### config.mk
export PLATFORM = sky130hd
export DESIGN_NAME = irq_frame_seq
export DESIGN_NICKNAME = d
export VERILOG_FILES = /design/src/rtl/irq_frame_pkg.sv /design/src/rtl/irq_sw_xform.sv /design/src/rtl/irq_frame_word.sv /design/src/rtl/irq_frame_seq.sv
export SDC_FILE = /design/constraint.sdc
export NUM_CORES = 1
export LEC_CHECK = 0
export ABC_AREA = 1
export CAP_MARGIN = 15
export CORE_ASPECT_RATIO = 1.25
export CORE_MARGIN = 5
export CORE_UTILIZATION = 40
export CTS_CLUSTER_DIAMETER = 30
export DETAILED_ROUTE_END_ITERATION = 8
export DONT_BUFFER_PORTS = 1
export PLACE_DENSITY_LB_ADDON = 0.1
export SLEW_MARGIN = 20
export SYNTH_ARGS = -nofsm -noshare
export SYNTH_HDL_FRONTEND = slang
export SYNTH_SLANG_ARGS = --single-unit
### constraint.sdc
create_clock -name clk -period 4.2 [get_ports clk]
set_input_delay 0.63 -clock clk [delete_from_list [all_inputs] [get_ports clk]]
set_output_delay 0.63 -clock clk [all_outputs]
set_load 0.005 [all_outputs]
### src/rtl/irq_frame_pkg.sv
package irq_frame_pkg;
  localparam int SW_W       = 16;
  localparam int SW_TRACE   = 15;
  localparam int SW_SUPER   = 13;
  localparam int SW_MASTER  = 12;
  localparam int SW_MASK_LO = 8;
  localparam int FMT_W      = 4;
  localparam logic [FMT_W-1:0] FMT_PLAIN  = 4'h0;
  localparam logic [FMT_W-1:0] FMT_SWITCH = 4'h1;

  typedef enum logic [1:0] {
    ST_IDLE  = 2'd0,
    ST_WRITE = 2'd1,
    ST_FETCH = 2'd2,
    ST_DONE  = 2'd3
  } seq_st_t;
endpackage

### src/rtl/irq_sw_xform.sv
module irq_sw_xform
  import irq_frame_pkg::*;
#(
  parameter int LW = 3
) (
  input  logic [SW_W-1:0] sw_i,
  input  logic [LW-1:0]   lvl_i,
  output logic [SW_W-1:0] sw_o
);
  always_comb begin
    sw_o                      = sw_i;
    sw_o[SW_MASTER]           = 1'b0;
    sw_o[SW_SUPER]            = 1'b1;
    sw_o[SW_TRACE]            = 1'b0;
    sw_o[SW_MASK_LO +: LW]    = lvl_i;
  end
endmodule

### src/rtl/irq_frame_word.sv
module irq_frame_word
  import irq_frame_pkg::*;
#(
  parameter int AW = 32,
  parameter int VW = 8
) (
  input  logic [1:0]       sel_i,
  input  logic [SW_W-1:0]  sw_i,
  input  logic [AW-1:0]    pc_i,
  input  logic [VW-1:0]    vec_i,
  input  logic [FMT_W-1:0] fmt_i,
  output logic [SW_W-1:0]  word_o
);
  localparam int OFFS_W = SW_W - FMT_W;

  logic [OFFS_W-1:0] offs;

  always_comb begin
    offs = OFFS_W'({vec_i, 2'b00});
    unique case (sel_i)
      2'd0:    word_o = sw_i;
      2'd1:    word_o = pc_i[AW-1 -: SW_W];
      2'd2:    word_o = pc_i[SW_W-1:0];
      default: word_o = {fmt_i, offs};
    endcase
  end
endmodule

### src/rtl/irq_frame_seq.sv
module irq_frame_seq
  import irq_frame_pkg::*;
#(
  parameter int AW = 32,
  parameter int VW = 8,
  parameter int LW = 3
) (
  input  logic          clk,
  input  logic          rst_n,
  input  logic          take_i,
  input  logic [LW-1:0] take_lvl_i,
  input  logic [VW-1:0] take_vec_i,
  input  logic [15:0]   sw_i,
  input  logic [AW-1:0] pc_i,
  input  logic [AW-1:0] msp_i,
  input  logic [AW-1:0] isp_i,
  input  logic          wr_rdy_i,
  input  logic          vec_ack_i,
  output logic          wr_en_o,
  output logic [AW-1:0] wr_addr_o,
  output logic [15:0]   wr_data_o,
  output logic [15:0]   sw_o,
  output logic [AW-1:0] msp_o,
  output logic [AW-1:0] isp_o,
  output logic          vec_req_o,
  output logic [AW-1:0] vec_addr_o,
  output logic          done_o
);
  localparam logic [AW-1:0] FRAME_BYTES = AW'(8);
  localparam logic [1:0]    LAST_WORD   = 2'd3;

  seq_st_t         st_q, st_d;
  logic [1:0]      idx_q, idx_d;
  logic            sec_q, sec_d;
  logic            dual_q;
  logic [SW_W-1:0] sv_sw_q, sw_q, sw_new;
  logic [AW-1:0]   sv_pc_q, msp_q, isp_q, base;
  logic [VW-1:0]   sv_vec_q;
  logic            cap_en;
  logic [FMT_W-1:0] fmt;

  irq_sw_xform #(.LW(LW)) u_sw (
    .sw_i  (sw_i),
    .lvl_i (take_lvl_i),
    .sw_o  (sw_new)
  );

  irq_frame_word #(.AW(AW), .VW(VW)) u_word (
    .sel_i  (idx_q),
    .sw_i   (sv_sw_q),
    .pc_i   (sv_pc_q),
    .vec_i  (sv_vec_q),
    .fmt_i  (fmt),
    .word_o (wr_data_o)
  );

  assign cap_en = (st_q == ST_IDLE) && take_i;

  // next-state process
  always_comb begin
    st_d  = st_q;
    idx_d = idx_q;
    sec_d = sec_q;
    unique case (st_q)
      ST_IDLE: begin
        if (take_i) begin
          st_d  = ST_WRITE;
          idx_d = 2'd0;
          sec_d = 1'b0;
        end
      end
      ST_WRITE: begin
        if (wr_rdy_i) begin
          if (idx_q == LAST_WORD) begin
            idx_d = 2'd0;
            if (dual_q && !sec_q) sec_d = 1'b1;
            else                  st_d  = ST_FETCH;
          end else begin
            idx_d = idx_q + 2'd1;
          end
        end
      end
      ST_FETCH: if (vec_ack_i) st_d = ST_DONE;
      default:  st_d = ST_IDLE;
    endcase
  end

  // state register
  always_ff @(posedge clk or negedge rst_n) begin
    if (!rst_n) begin
      st_q  <= ST_IDLE;
      idx_q <= 2'd0;
      sec_q <= 1'b0;
    end else begin
      st_q  <= st_d;
      idx_q <= idx_d;
      sec_q <= sec_d;
    end
  end

  // capture registers, enabled on acceptance only
  always_ff @(posedge clk or negedge rst_n) begin
    if (!rst_n) begin
      dual_q   <= 1'b0;
      sv_sw_q  <= '0;
      sv_pc_q  <= '0;
      sv_vec_q <= '0;
      sw_q     <= '0;
      msp_q    <= '0;
      isp_q    <= '0;
    end else if (cap_en) begin
      dual_q   <= sw_i[SW_MASTER];
      sv_sw_q  <= sw_i;
      sv_pc_q  <= pc_i;
      sv_vec_q <= take_vec_i;
      sw_q     <= sw_new;
      msp_q    <= sw_i[SW_MASTER] ? (msp_i - FRAME_BYTES) : msp_i;
      isp_q    <= isp_i - FRAME_BYTES;
    end
  end

  assign fmt        = (dual_q && sec_q) ? FMT_SWITCH : FMT_PLAIN;
  assign base       = (dual_q && !sec_q) ? msp_q : isp_q;
  assign wr_addr_o  = base + AW'({idx_q, 1'b0});
  assign wr_en_o    = (st_q == ST_WRITE);
  assign vec_req_o  = (st_q == ST_FETCH);
  assign vec_addr_o = AW'({sv_vec_q, 2'b00});
  assign done_o     = (st_q == ST_DONE);
  assign sw_o       = sw_q;
  assign msp_o      = msp_q;
  assign isp_o      = isp_q;


  sw_update_chk: assert property (@(posedge clk) disable iff (!rst_n)
    (st_q == ST_IDLE && take_i) |=> (!sw_o[SW_MASTER] && sw_o[SW_SUPER] && !sw_o[SW_TRACE]));


  wr_hold_chk: assert property (@(posedge clk) disable iff (!rst_n)
    (wr_en_o && !wr_rdy_i) |=> (wr_en_o && $stable(wr_addr_o) && $stable(wr_data_o)));


  req_hold_chk: assert property (@(posedge clk) disable iff (!rst_n)
    (vec_req_o && !vec_ack_i) |=> vec_req_o);


  no_overlap_chk: assert property (@(posedge clk) disable iff (!rst_n)
    !(vec_req_o && wr_en_o));


  done_after_ack_chk: assert property (@(posedge clk) disable iff (!rst_n)
    (vec_req_o && vec_ack_i) |=> (done_o && !vec_req_o));


  done_single_chk: assert property (@(posedge clk) disable iff (!rst_n)
    done_o |=> !done_o);


  busy_ignore_chk: assert property (@(posedge clk) disable iff (!rst_n)
    (st_q != ST_IDLE) |=> ($stable(sw_o) && $stable(isp_o) && $stable(msp_o)));
endmodule

==> run metrics, run 1 <==
Avg Vias per Cell=5.00; final setup fails=0; GRT Total Usage=24.0%; Port Buffer Count=0; fin. max-slew vios=0; final instance area=9320 um2; Cell variety after synth=37; share of the synthesized area in the top cell type=approximately 37%; Initial Utilization=between 40 and 50%; Max VDD drop=between 0.3 and 0.4 mV; post-cts sizing count=0; WS Path Type=flop to output pin; crit-path max cell delay=440 ps; root buffer cell=clkbuf_16; GRT overflow=0; iteration count of the initial detailed-routing pass=5; DIE AREA=between 20,000 and 25,000 um2; Post-synth top flop=dfrtp_1; Crit Reg-Reg Startpoint=st_q[0]$_DFFE_PN0P_; Mean Syn Cell Area=~6.6 um2; Layout Cells excl Fill=between 1,500 and 2,000; core footprint=~21,000 um2; clock latency on the worst-skew pair=420 ps; post-synthesis cell count=about 1,300; r2r endpoint=msp_o[0]$_DFFE_PN0P_; Slew headroom=39.0%; R2R setup slack=~1500 ps; share of cells above drive strength 1=under 10%; Slowest cell on crit path=dfrtp_1; top post-synthesis cells by area=dfrtp_1 (37%), nand2_1 (24%), nor2_1 (6.2%), inv_1 (4.6%), nand3_1 (3.7%); die width=~140 um; # diodes=0; Least-Margin Pin Slew=915 ps; drt drc=0; initial antenna violation count=0; Worst setup EP type=output pin; setup repair bufs after CTS=0; worst-path cell chain=inv_2 -> nand2_4 -> buf_4 -> nand2_1 -> nand2_1 -> nand2_1 -> nor2_1 -> nand2_1 -> nor2_2 -> xor2_1; Most common cell on crit path=nand2_1; worst min path class=input port to async pin; Commonest cells post-synth=nand2_1 (560), nor2_1 (144), dfrtp_1 (129), inv_1 (107), nand3_1 (65); first-pass GRT wire length=46.2 mm; critical path startpoint category=flop; YS warnings=0; M3 GR Usage=~8.3%; RSZ-0062 raised after global routing=no; placed inst area=slightly below 9000 um2; Worst Reg2Reg Path Length in Cells=8; # clock sinks=roughly 130; number of enable flip-flop cells after synthesis=0; asr flop ratio synth=100%; period utilization=between 80% and 90%; nets@finish=roughly 1,400; DRT antenna net count=0; Hold Buf Count CTS=1; Post-Syn Area=between 8000 and 9000 um2; CTS tree=built; Initial DRC Count=roughly 430; placed cells=approximately 1,500; M1 GR Usage=roughly 28%; drt wl/cell=between 15 and 20 um; hold_ws=roughly 190 ps; grt peak-use layer=met2; routability cong.=1.01; DP HPWL=around 24 mm; vias in the first global route=8,026; cell with the most instances after synthesis=nand2_1; fin crit period=3630 ps; # rows=60; total CTS buffers=17; clk buf depth=2; clock-pin slew on the worst setup and hold paths=approximately 70 ps; Die Span Y=between 150 and 200 um; Routed WL=between 20 and 30 mm; Area Growth Syn to Fin=7.01%; Boundary Pins=between 200 and 300; dominant cell type by area after synthesis=dfrtp_1; P_leak=~0.0046 uW; H-tree Lvls=4; Yosys reg bits=129; Max Freq=approximately 280 MHz; worst clock skew=between 10 and 15 ps; Power Dens Cells=737 nW/um2; setup TNS=0 ps; Worst EP required=3570 ps; Max-Cap Viols=0; CP arrival=about 3000 ps; sequential area share after synthesis=roughly 37%; largest net degree at the start of global routing=130; met2 Track Usage GR=between 40% and 50%; crit-path max FO=37; status=completed; final hold violation count=0; Vias=between 7,000 and 8,000
## worst max-delay path: cells and delay by family, from the launching register on
kind          cells  cell delay (ps)
buf+inv           2              500
flops             1              440
simple gates      7             1370
xor+xnor          1              230
## power by group
group / internal [uW] / switching (uW)
clock: 857 / 619
sequential: 1830 / 743
combinational: 859 / 1960
## state kept, by name, indices dropped and copies added, names as in the netlist
| signal | flops |
|---|---|
| idx_q | 2 |
| isp_o | 32 |
| msp_o | 32 |
| sec_q | 1 |
| st_q | 2 |
| sv_pc_q | 32 |
| sv_sw_q | 16 |
| sv_vec_q | 8 |
| sw_o | 4 |
## routing by layer
metal  share of wire [%]  wire, um  up-vias
li1                    -         -     3956
met1                  39     11800     3617
met2                  49     14800      281
met3                 8.8      2640       40
met4                 2.6       794        0
met5                   0         0        -
## cell type report
cell class	instances	area [um2]
clock buffers	19	453
clock inverters	13	128
fillers	2374	12200
inverters	110	414
multi-input cells	1022	4680
flip-flops and latches	129	3230
well taps	279	349
repair buffers	6	65.1
## kinds of logic after synthesis
group | after synthesis | synth area share (%)
buffers and inverters | 190 | 10.3
flip-flops | 129 | 37.1
other | 1 | 0.0431
AO/OA/AOI/OAI | 111 | 7.24
adder cells (fa/ha/maj) | 14 | 2.10
AND/OR/NAND/NOR | 825 | 38.6
XOR/XNOR | 46 | 4.63
## through the flow
stage	utilization, %	power [uW]	worst slack (ps)
floorplan	-	4540	1470
detailed placement	40.6	5430	1070
global route	43.4	7460	407
CTS	43.4	6960	614
finish	43.4	6870	573
global placement	40.6	5410	1060
## worst max path at each step
stage                                 start             to  slack (ps)  cells after the start
after floorplan           sec_q$_DFFE_PN0P_  wr_addr_o[16]        1470                     15
final                     sec_q$_DFFE_PN0P_  wr_addr_o[11]         570                     10
after global placement    sec_q$_DFFE_PN0P_  wr_addr_o[11]        1060                     10
after detailed placement  sec_q$_DFFE_PN0P_  wr_addr_o[11]        1070                     10
after CTS                 sec_q$_DFFE_PN0P_  wr_addr_o[11]         610                     10
after global routing      sec_q$_DFFE_PN0P_  wr_addr_o[28]         410                     12
## cell usage in the layout, fill, tap and decap left out, types with 2 or more instances in the layout
| cell type | instances |
|---|---|
| a21oi_1 | 12 |
| a31oi_1 | 12 |
| buf_4 | 5 |
| clkbuf_16 | 17 |
| clkbuf_8 | 2 |
| clkinv_2 | 2 |
| clkinvlp_4 | 5 |
| conb_1 | 26 |
| dfrtp_1 | 129 |
| ha_1 | 13 |
| inv_1 | 106 |
| inv_2 | 3 |
| inv_6 | 4 |
| nand2_1 | 559 |
| nand2_2 | 6 |
| nand2_4 | 2 |
| nand3_1 | 65 |
| nand3_2 | 2 |
| nand3b_1 | 7 |
| nand4_1 | 8 |
| nor2_1 | 144 |
| nor2_2 | 9 |
| nor2_4 | 4 |
| nor3_1 | 9 |
| o21ai_0 | 62 |
| o21ai_1 | 6 |
| o21ai_2 | 11 |
| o21bai_1 | 4 |
| o22ai_1 | 2 |
| or2_2 | 8 |
| xnor2_1 | 11 |
| xor2_1 | 35 |
No activity file was read; power rests on OpenSTA's default activity.
==> inputs of run 2 (changes only) <==
clock period = 3.1 ns   (was 4.2 ns; I/O delays follow)
==> run metrics, run 2 (synthesis gave the netlist of run 1 again) <==
Max Freq=341 MHz; # rows=60; Worst setup EP type=output pin; RSZ-0062 raised after global routing=no; Routed WL=30.2 mm; vias in the first global route=8,031; Initial Utilization=roughly 41%; clock-pin slew on the worst setup and hold paths=70 ps; commonest non-fill, non-tap cell in the layout=nand2_1; DP HPWL=23.7 mm; worst setup margin=165 ps; Overall Power=about 9500 uW; final hold violation count=129; R2R setup slack=roughly 1100 ps; die width=approximately 140 um; fin. max-slew vios=0; hold_ws=-271 ps; nets@finish=1,433; worst min path class=input port to async pin; DIE AREA=~25,000 um2; drt drc=0; H-tree Lvls=4; Crit Reg-Reg Startpoint=st_q[1]$_DFFE_PN0P_; CP arrival=2470 ps; Boundary Pins=between 200 and 300; Power Dens Cells=around 1000 nW/um2; Port Buffer Count=0; CTS tree=built; final setup fails=0; first-pass GRT wire length=about 46 mm; period utilization=94.7%; Worst EP required=approximately 2600 ps; Avg Vias per Cell=between 5 and 6; most frequent cells in the layout=nand2_1 (559), nor2_1 (143), dfrtp_1 (127); # clock sinks=129; drt wl/cell=about 19 um; Initial DRC Count=roughly 500; GRT overflow=0; Setup WS pre-CTS=485 ps; clock latency on the worst-skew pair=420 ps; fin crit period=just under 3000 ps; Worst Reg2Reg Path Length in Cells=10; critical path startpoint category=flop; largest net degree at the start of global routing=approximately 140; worst clock skew=about 15 ps; status=finished, violations left; root buffer cell=clkbuf_16; Slew headroom=a little under three fifths; WS Path Type=flop to output pin; Max VDD drop=0.474 mV; routability cong.=0.976; clk buf depth=2; DRT antenna net count=0; failing checks=hold timing; total CTS buffers=17; Max-Cap Viols=0; Die Span Y=~170 um; setup TNS=0 ps; # fillers=approximately 2,400; # diodes=0; Area Growth Syn to Fin=8.25%; iteration count of the initial detailed-routing pass=5; Least-Margin Pin Slew=approximately 650 ps; crit-path max FO=23; r2r endpoint=st_q[1]$_DFFE_PN0P_; share of cells above drive strength 1=7.21%; initial antenna violation count=0; Vias=approximately 8,000; setup repair bufs after CTS=0; P_leak=0.00466 uW; GRT Total Usage=around 24%; core footprint=21,500 um2
-- run 2: changes by cell type in the layout (fill, tap and decap cells not counted), sizes merged --
cell	before	now
buf	6	11
clkinvlp	5	3
clkinv	3	2
bufinv	1	3
inv	114	115
-- run 2: layout make-up --
| class | count | area (um2) | area share (%) |
|---|---|---|---|
| clock buffers | 19 | 433 | 4.59 |
| clock inverters | 13 | 176 | 1.87 |
| inverters | 110 | 414 | 4.39 |
| multi-input cells | 1022 | 4720 | 50.0 |
| flip-flops and latches | 129 | 3230 | 34.3 |
| well taps | 279 | 349 | 3.70 |
| repair buffers | 11 | 106 | 1.13 |
-- run 2: report_power, final --
part	internal, uW	total [uW]	switching [uW]
combinational	1230	3910	2680
sequential	2480	3480	994
clock	1290	2110	828
-- run 2: how the worst max path moves through the flow --
stage	cells after the start	startpoint	to
after floorplan	15	sec_q$_DFFE_PN0P_	wr_addr_o[16]
after global routing	13	sec_q$_DFFE_PN0P_	wr_addr_o[16]
after CTS	11	sv_sw_q[12]$_DFFE_PN0P_	wr_addr_o[15]
after detailed placement	11	sv_sw_q[12]$_DFFE_PN0P_	wr_addr_o[15]
after global placement	12	sv_sw_q[12]$_DFFE_PN0P_	wr_addr_o[28]
final	9	sec_q$_DFFE_PN0P_	wr_addr_o[11]
-- run 2: layer usage --
metal  routed length (um)  global-route usage (%)  share of wire [%]
met2                14900                    41.3                 50
met3                 2490                    7.23                8.2
met4                  977                    8.84                3.2
met1                11800                    28.5                 39
met5                    0                       0                  0
-- run 2: critical path, cell delays in order, from the launching register on --
cell and delay (ps):
dfrtp_2 440, nor2_4 150, buf_6 230, nand2_1 90, nand2_1 160, nand2_1 120, nor2_1 220, nand2_1 150
nor2_2 230, xor2_1 240
-- run 2: repair_timing --
| action | in CTS | in global routing |
|---|---|---|
| gates resized for setup | 0 | 12 |
| setup endpoints to repair | 0 | 18 |
| endpoints found under the hold margin | 129 | 129 |
-- run 2: per-stage QoR --
stage	utilization, %	area [um2]	hold WS, ps	std cells
floorplan	-	8800	169	1341
global placement	40.8	8770	172	1551
detailed placement	40.8	8770	172	1551
CTS	43.7	9380	-287	1583
global route	43.9	9430	-290	1583
finish	43.9	9430	-271	1583
==> inputs of run 3 (changes only) <==
GPL_TIMING_DRIVEN = 1   (was default)
SLEW_MARGIN = default   (was 20)
==> results of run 3 <==
Final layout, timing and power as in run 2 (identical DEF).
